`src/rtl/dpa_pkg.sv`:
```
package dpa_pkg;
    localparam int NPORTS = 2;
    localparam int PORT_L = 0;
    localparam int PORT_R = 1;

    typedef enum logic [1:0] {
        ST_FREE       = 2'd0,
        ST_LEFT_WINS  = 2'd1,
        ST_RIGHT_WINS = 2'd2
    } arb_state_t;
endpackage

```
`src/rtl/dpa_port_track.sv`:
```
module dpa_port_track #(
    parameter int ADDR_W = 11
) (
    input  logic              clk,
    input  logic              rst,
    input  logic              en_n,
    input  logic [ADDR_W-1:0] addr,
    output logic              active,
    output logic              settled
);
    logic [ADDR_W-1:0] prev_addr;
    logic              prev_act;

    assign active = ~en_n;

    always_ff @(posedge clk) begin
        if (rst) begin
            prev_addr <= '0;
            prev_act  <= 1'b0;
        end else begin
            prev_addr <= addr;
            prev_act  <= ~en_n;
        end
    end

    // stable-since marker: selected now and last cycle on the same word
    assign settled = active & prev_act & (addr == prev_addr);
endmodule

```
`src/rtl/dpa_addr_match.sv`:
```
module dpa_addr_match #(
    parameter int ADDR_W = 11
) (
    input  logic              l_act,
    input  logic              r_act,
    input  logic [ADDR_W-1:0] l_addr,
    input  logic [ADDR_W-1:0] r_addr,
    output logic              contend
);
    logic [ADDR_W-1:0] bit_eq;

    for (genvar bi = 0; bi < ADDR_W; bi++) begin : g_bit
        assign bit_eq[bi] = ~(l_addr[bi] ^ r_addr[bi]);
    end

    assign contend = l_act & r_act & (&bit_eq);
endmodule

```
`src/rtl/dpa_arb_fsm.sv`:
```
module dpa_arb_fsm
    import dpa_pkg::*;
(
    input  logic       clk,
    input  logic       rst,
    input  logic       contend,
    input  logic       l_settled,
    input  logic       r_settled,
    output arb_state_t state,
    output logic       busy_l_n,
    output logic       busy_r_n,
    output logic       lose_l_nxt,
    output logic       lose_r_nxt
);
    arb_state_t state_nxt;

    always_comb begin
        state_nxt = state;
        unique case (state)
            ST_FREE: begin
                if (contend) begin
                    if (r_settled && !l_settled) state_nxt = ST_RIGHT_WINS;
                    else                         state_nxt = ST_LEFT_WINS;
                end
            end
            ST_LEFT_WINS, ST_RIGHT_WINS: begin
                if (!contend) state_nxt = ST_FREE;
            end
            default: state_nxt = ST_FREE;
        endcase
    end

    always_ff @(posedge clk) begin
        if (rst) state <= ST_FREE;
        else     state <= state_nxt;
    end

    always_ff @(posedge clk) begin
        if (rst) begin
            busy_l_n <= 1'b1;
            busy_r_n <= 1'b1;
        end else begin
            busy_l_n <= (state_nxt != ST_RIGHT_WINS);
            busy_r_n <= (state_nxt != ST_LEFT_WINS);
        end
    end

    assign lose_l_nxt = (state_nxt == ST_RIGHT_WINS);
    assign lose_r_nxt = (state_nxt == ST_LEFT_WINS);


    reset_free_chk: assert property (@(posedge clk) rst |=> (state == ST_FREE && busy_l_n && busy_r_n));


    hold_left_chk: assert property (@(posedge clk) disable iff (rst)
        (state == ST_LEFT_WINS && contend) |=> (state == ST_LEFT_WINS && !busy_r_n));
endmodule

```
`src/rtl/dpa_contention_arb.sv`:
```
module dpa_contention_arb
    import dpa_pkg::*;
#(
    parameter int ADDR_W = 11
) (
    input  logic              clk,
    input  logic              rst,
    input  logic              l_en_n,
    input  logic [ADDR_W-1:0] l_addr,
    input  logic              l_wr_req,
    input  logic              r_en_n,
    input  logic [ADDR_W-1:0] r_addr,
    input  logic              r_wr_req,
    output logic              l_busy_n,
    output logic              r_busy_n,
    output logic              l_wr_ok,
    output logic              r_wr_ok
);
    logic [NPORTS-1:0] en_n_v;
    logic [ADDR_W-1:0] addr_v [NPORTS];
    logic [NPORTS-1:0] act_v;
    logic [NPORTS-1:0] settled_v;
    logic              contend;
    logic              lose_l_nxt;
    logic              lose_r_nxt;
    arb_state_t        state;

    assign en_n_v[PORT_L] = l_en_n;
    assign en_n_v[PORT_R] = r_en_n;
    assign addr_v[PORT_L] = l_addr;
    assign addr_v[PORT_R] = r_addr;

    for (genvar pi = 0; pi < NPORTS; pi++) begin : g_port
        dpa_port_track #(.ADDR_W(ADDR_W)) trk_i (
            .clk     (clk),
            .rst     (rst),
            .en_n    (en_n_v[pi]),
            .addr    (addr_v[pi]),
            .active  (act_v[pi]),
            .settled (settled_v[pi])
        );
    end

    dpa_addr_match #(.ADDR_W(ADDR_W)) cmp_i (
        .l_act   (act_v[PORT_L]),
        .r_act   (act_v[PORT_R]),
        .l_addr  (l_addr),
        .r_addr  (r_addr),
        .contend (contend)
    );

    dpa_arb_fsm fsm_i (
        .clk        (clk),
        .rst        (rst),
        .contend    (contend),
        .l_settled  (settled_v[PORT_L]),
        .r_settled  (settled_v[PORT_R]),
        .state      (state),
        .busy_l_n   (l_busy_n),
        .busy_r_n   (r_busy_n),
        .lose_l_nxt (lose_l_nxt),
        .lose_r_nxt (lose_r_nxt)
    );

    assign l_wr_ok = l_wr_req & act_v[PORT_L] & ~lose_l_nxt;
    assign r_wr_ok = r_wr_req & act_v[PORT_R] & ~lose_r_nxt;


    no_dual_busy_chk: assert property (@(posedge clk) disable iff (rst) !(!l_busy_n && !r_busy_n));


    no_match_free_chk: assert property (@(posedge clk) disable iff (rst)
        !contend |=> (l_busy_n && r_busy_n));


    late_right_chk: assert property (@(posedge clk) disable iff (rst)
        (l_busy_n && r_busy_n && contend && settled_v[PORT_L] && !settled_v[PORT_R]) |=> !r_busy_n);


    late_left_chk: assert property (@(posedge clk) disable iff (rst)
        (l_busy_n && r_busy_n && contend && settled_v[PORT_R] && !settled_v[PORT_L]) |=> !l_busy_n);


    tie_left_chk: assert property (@(posedge clk) disable iff (rst)
        (l_busy_n && r_busy_n && contend && !settled_v[PORT_L] && !settled_v[PORT_R]) |=> (l_busy_n && !r_busy_n));


    hold_right_chk: assert property (@(posedge clk) disable iff (rst)
        (!l_busy_n && contend) |=> !l_busy_n);


    wr_gate_l_chk: assert property (@(posedge clk) disable iff (rst) l_wr_ok |=> l_busy_n);


    wr_gate_r_chk: assert property (@(posedge clk) disable iff (rst) r_wr_ok |=> r_busy_n);
endmodule

```
`config.mk`:
```
export PLATFORM = sky130hd
export DESIGN_NAME = dpa_contention_arb
export DESIGN_NICKNAME = d
export VERILOG_FILES = /design/src/rtl/dpa_pkg.sv /design/src/rtl/dpa_port_track.sv /design/src/rtl/dpa_addr_match.sv /design/src/rtl/dpa_arb_fsm.sv /design/src/rtl/dpa_contention_arb.sv
export SDC_FILE = /design/constraint.sdc
export NUM_CORES = 1
export LEC_CHECK = 0
export ABC_CLOCK_PERIOD_IN_PS = 3700
export BUFFER_PORTS_ARGS = -buffer_cell sky130_fd_sc_hd__buf_2
export CAP_MARGIN = 20
export CORE_ASPECT_RATIO = 2
export CORE_MARGIN = 1
export CORE_UTILIZATION = 46
export CTS_CLUSTER_SIZE = 30
export DETAILED_ROUTE_END_ITERATION = 16
export PLACE_DENSITY = 0.67
export REMOVE_ABC_BUFFERS = 1
export SETUP_SLACK_MARGIN = 0.5
export SLEW_MARGIN = 40
export SYNTH_ARGS = -nofsm -noshare
export SYNTH_HDL_FRONTEND = slang
export SYNTH_SLANG_ARGS = --single-unit
```
`constraint.sdc`:
```
create_clock -name clk -period 3.7 [get_ports clk]
set_input_delay 0.37 -clock clk [delete_from_list [all_inputs] [get_ports clk]]
set_output_delay 0.37 -clock clk [all_outputs]
set_load 0.02 [all_outputs]
```
==> summary.md <==
| Metric | Value |
|---|---|
| Status | `completed` |
| GRT Total Usage | `18.2%` |
| Worst endpoint required time | `3330 ps` |
| Tmin final | `2430 ps` |
| Via count | `966` |
| CP Cell Sequence | `xor2_1 -> nor4_1 -> nand3_1 -> o211ai_1 -> a22oi_2 -> nor3b_2 -> buf_2` |
| Synthesized area | `1310 um2` |
| Die Height | `77.4 um` |
| Gp weighted congestion | `0.709` |
| Crit path to | `r_wr_ok` |
| Pwr Density | `365 nW/um2` |
| YS warnings | `0` |
| Full die area | `3080 um2` |
| Kind of critical path | `reg -> out` |
| Seq cells post-synth | `28` |
| Critical Path Fanout Max | `2` |
| Post-Place Cells | `186` |
| Max-slew violations | `0` |
| Worst slew margin | `68.1%` |
| Worst reg-to-reg path cell count | `6` |
| Worst EP arrival | `2060 ps` |
| Top post-synthesis cells by area | `dfxtp_1, xnor2_1, nor2b_1` |
| Worst vdd rail ir drop | `0.288 mV` |
| Number of vias per cell | `5.11` |
| Largest net degree at the start of global routing | `29` |
| IO Count | `32` |
| CP max-delay cell | `nor4_1` |
| Cells after synthesis | `128` |
| Initial Util | `47.8%` |
| Initial antenna violation count | `0` |
| Detailed Route Iter0 Violations | `8` |
| Max Cap Viol | `0` |
| Crit Reg-Reg Startpoint | `g_port[1].trk_i.prev_addr[7]$_SDFF_PP0_` |
| Final Hold Viols | `0` |
| Worst Hold Class | `in -> reg` |
| Clock latency on the worst-skew pair | `270 ps` |
| Final period util | `65.7%` |
| Final setup violation count | `0` |
| # resized after CTS | `0` |
| Post-CTS Setup Bufs | `0` |
| Sink Count | `28` |
| CTS clk-pin slew, worst paths | `90 ps` |
| Leakage | `0.611 nW` |
| Core box area | `2740 um2` |
| CTS Buffer Depth | `2` |
| Final Core Density | `56.1%` |
| Maximum operating frequency | `412 MHz` |
| Post-route antenna net violation count | `0` |
| Dpl hpwl | `1990 um` |
| Synth top area share | `42.8%` |
| Slew @ Worst Pin | `479 ps` |
| CTS tree | `yes` |
| Drt total wl | `2510 um` |
| Commonest non-fill, non-tap cell in the layout | `buf_2` |
| WL per Instance | `13.3 um` |
| Final Cell Area | `1530 um2` |
| Setup TNS | `0 ps` |
| Vias in the first global route | `945` |
| Clock Skews | `3.93 ps` |
| # DRC | `0` |
| Post-synthesis cell type count | `23` |
| Final cell count without fillers | `189` |
| CTS Buf Count | `3` |
| Fin nets | `192` |
| DRT Pass-1 Iters | `4` |
| Slowest stage delay, CP | `420 ps` |
| Post-synthesis sequential area ratio | `42.8%` |
| H-tree depth | `1` |
| Layout cell share with drive strength beyond 1 | `26.3%` |
| Buffers on Ports | `31` |
| Syn avg cell area | `10.2 um2` |
| Post-synth top area cell | `dfxtp_1` |
| FF-to-FF End | `fsm_i.busy_l_n$_SDFF_PP1_` |
| Hold Path Cell Cnt | `2` |
| Die width | `39.7 um` |
| Unrepaired setup endpoints after global routing | `false` |
| Row count | `27` |
| Worst setup EP type | `primary output` |
| Crit path launch type | `flop` |
| Most frequent cells in the layout | `buf_2, dfxtp_1, nor2b_1` |
| Area Growth Syn to Fin | `17.2%` |
| Critical Path Source | `g_port[1].trk_i.prev_addr[7]$_SDFF_PP0_` |
| Flop-to-flop setup slack | `1950 ps` |
| Congestion Overflow GR | `0` |
| Global-route wire length before repair | `3840 um` |
| Post-DP Area | `1490 um2` |
| Clock root buffer master | `clkbuf_8` |
| Hold-fix buffers, CTS | `0` |
| Antenna cells | `0` |
-- logic make-up (layout without fill, tap and decap cells) --
logic type | count (synthesis) | count (layout) | share of synthesized area (%)
AOI/OAI and AO/OA | 5 | 5 | 3.25
buffers and inverters | 4 | 36 | 1.15
xor gates and xnor gates | 33 | 33 | 22.1
and+or+nand+nor | 53 | 53 | 25.9
muxes | 3 | 3 | 2.87
adders and majority gates | 2 | 2 | 1.91
DFF | 28 | 28 | 42.8
-- synthesized netlist by cell type --
library cell	n
ha_1	2
nand4bb_1	1
mux2_2	2
nor4_1	3
nand3b_1	2
xor2_1	11
a22oi_2	2
o211ai_1	1
nand2b_1	3
nor3_1	1
dfxtp_1	28
nand2_1	4
nor3b_2	2
clkbuf_1	2
a21oi_1	2
inv_1	2
mux2_4	1
nand4_1	6
nor2b_1	25
xnor2_1	22
nor3_4	1
nand3_1	1
nor2_1	4
-- sequential cells by signal, summed over array words and instances, names as in the netlist --
name,flops
fsm_i.busy_l_n,1
fsm_i.busy_r_n,1
fsm_i.state,2
g_port.trk_i.prev_act,2
g_port.trk_i.prev_addr,22
-- routing by layer --
metal	track usage, %	vias up	share of wire [%]
li1	-	484	-
met1	19.2	456	38
met2	31.8	22	57
met3	1.71	4	2.4
met4	10.3	0	2.6
met5	0	-	0
-- power breakdown --
| part | total [mW] | switching, mW | internal (mW) | leakage [nW] |
|---|---|---|---|---|
| sequential | 0.321 | 0.00546 | 0.315 | 0.232 |
| combinational | 0.0794 | 0.0383 | 0.0411 | 0.357 |
| clock | 0.160 | 0.0866 | 0.0731 | 0.0216 |
-- worst min path at each step --
stage / slack (ps) / from / endpoint
4_1_cts: 310 / r_en_n / g_port[1].trk_i.prev_act$_SDFF_PP0_
6_report: 310 / r_en_n / g_port[1].trk_i.prev_act$_SDFF_PP0_
5_1_grt: 300 / r_en_n / g_port[1].trk_i.prev_act$_SDFF_PP0_
3_5_place_dp: 580 / fsm_i.state[0]$_SDFF_PP0_ / fsm_i.state[0]$_SDFF_PP0_
2_1_floorplan: 440 / rst / g_port[0].trk_i.prev_act$_SDFF_PP0_
3_3_place_gp: 570 / fsm_i.state[0]$_SDFF_PP0_ / fsm_i.state[0]$_SDFF_PP0_
-- critical path, delay by kind of cell (launching register included) --
| kind | cells | cell delay (ps) |
|---|---|---|
| AO/OA/AOI/OAI | 2 | 410 |
| XOR/XNOR | 1 | 130 |
| buffers and inverters | 1 | 180 |
| flip-flops | 1 | 310 |
| AND/OR/NAND/NOR | 3 | 750 |
-- metrics by stage --
step | hold WS, ps | power [mW] | setup WS, ps
after global routing | 303 | 0.590 | 1160
after global placement | 570 | 0.406 | 1320
after CTS | 310 | 0.569 | 1240
after floorplan | 437 | 0.371 | 1740
after detailed placement | 578 | 0.409 | 1280
final | 314 | 0.560 | 1270
-- area by class of cell --
type / count / area [um2]
multi-input combinational: 96 / 733
clock buffer: 3 / 41.3
sequential: 28 / 561
inverter: 2 / 7.51
tap: 29 / 36.3
fill: 274 / 1200
timing repair buffer: 31 / 155
Note: power is estimated with default switching activity, not from simulation.
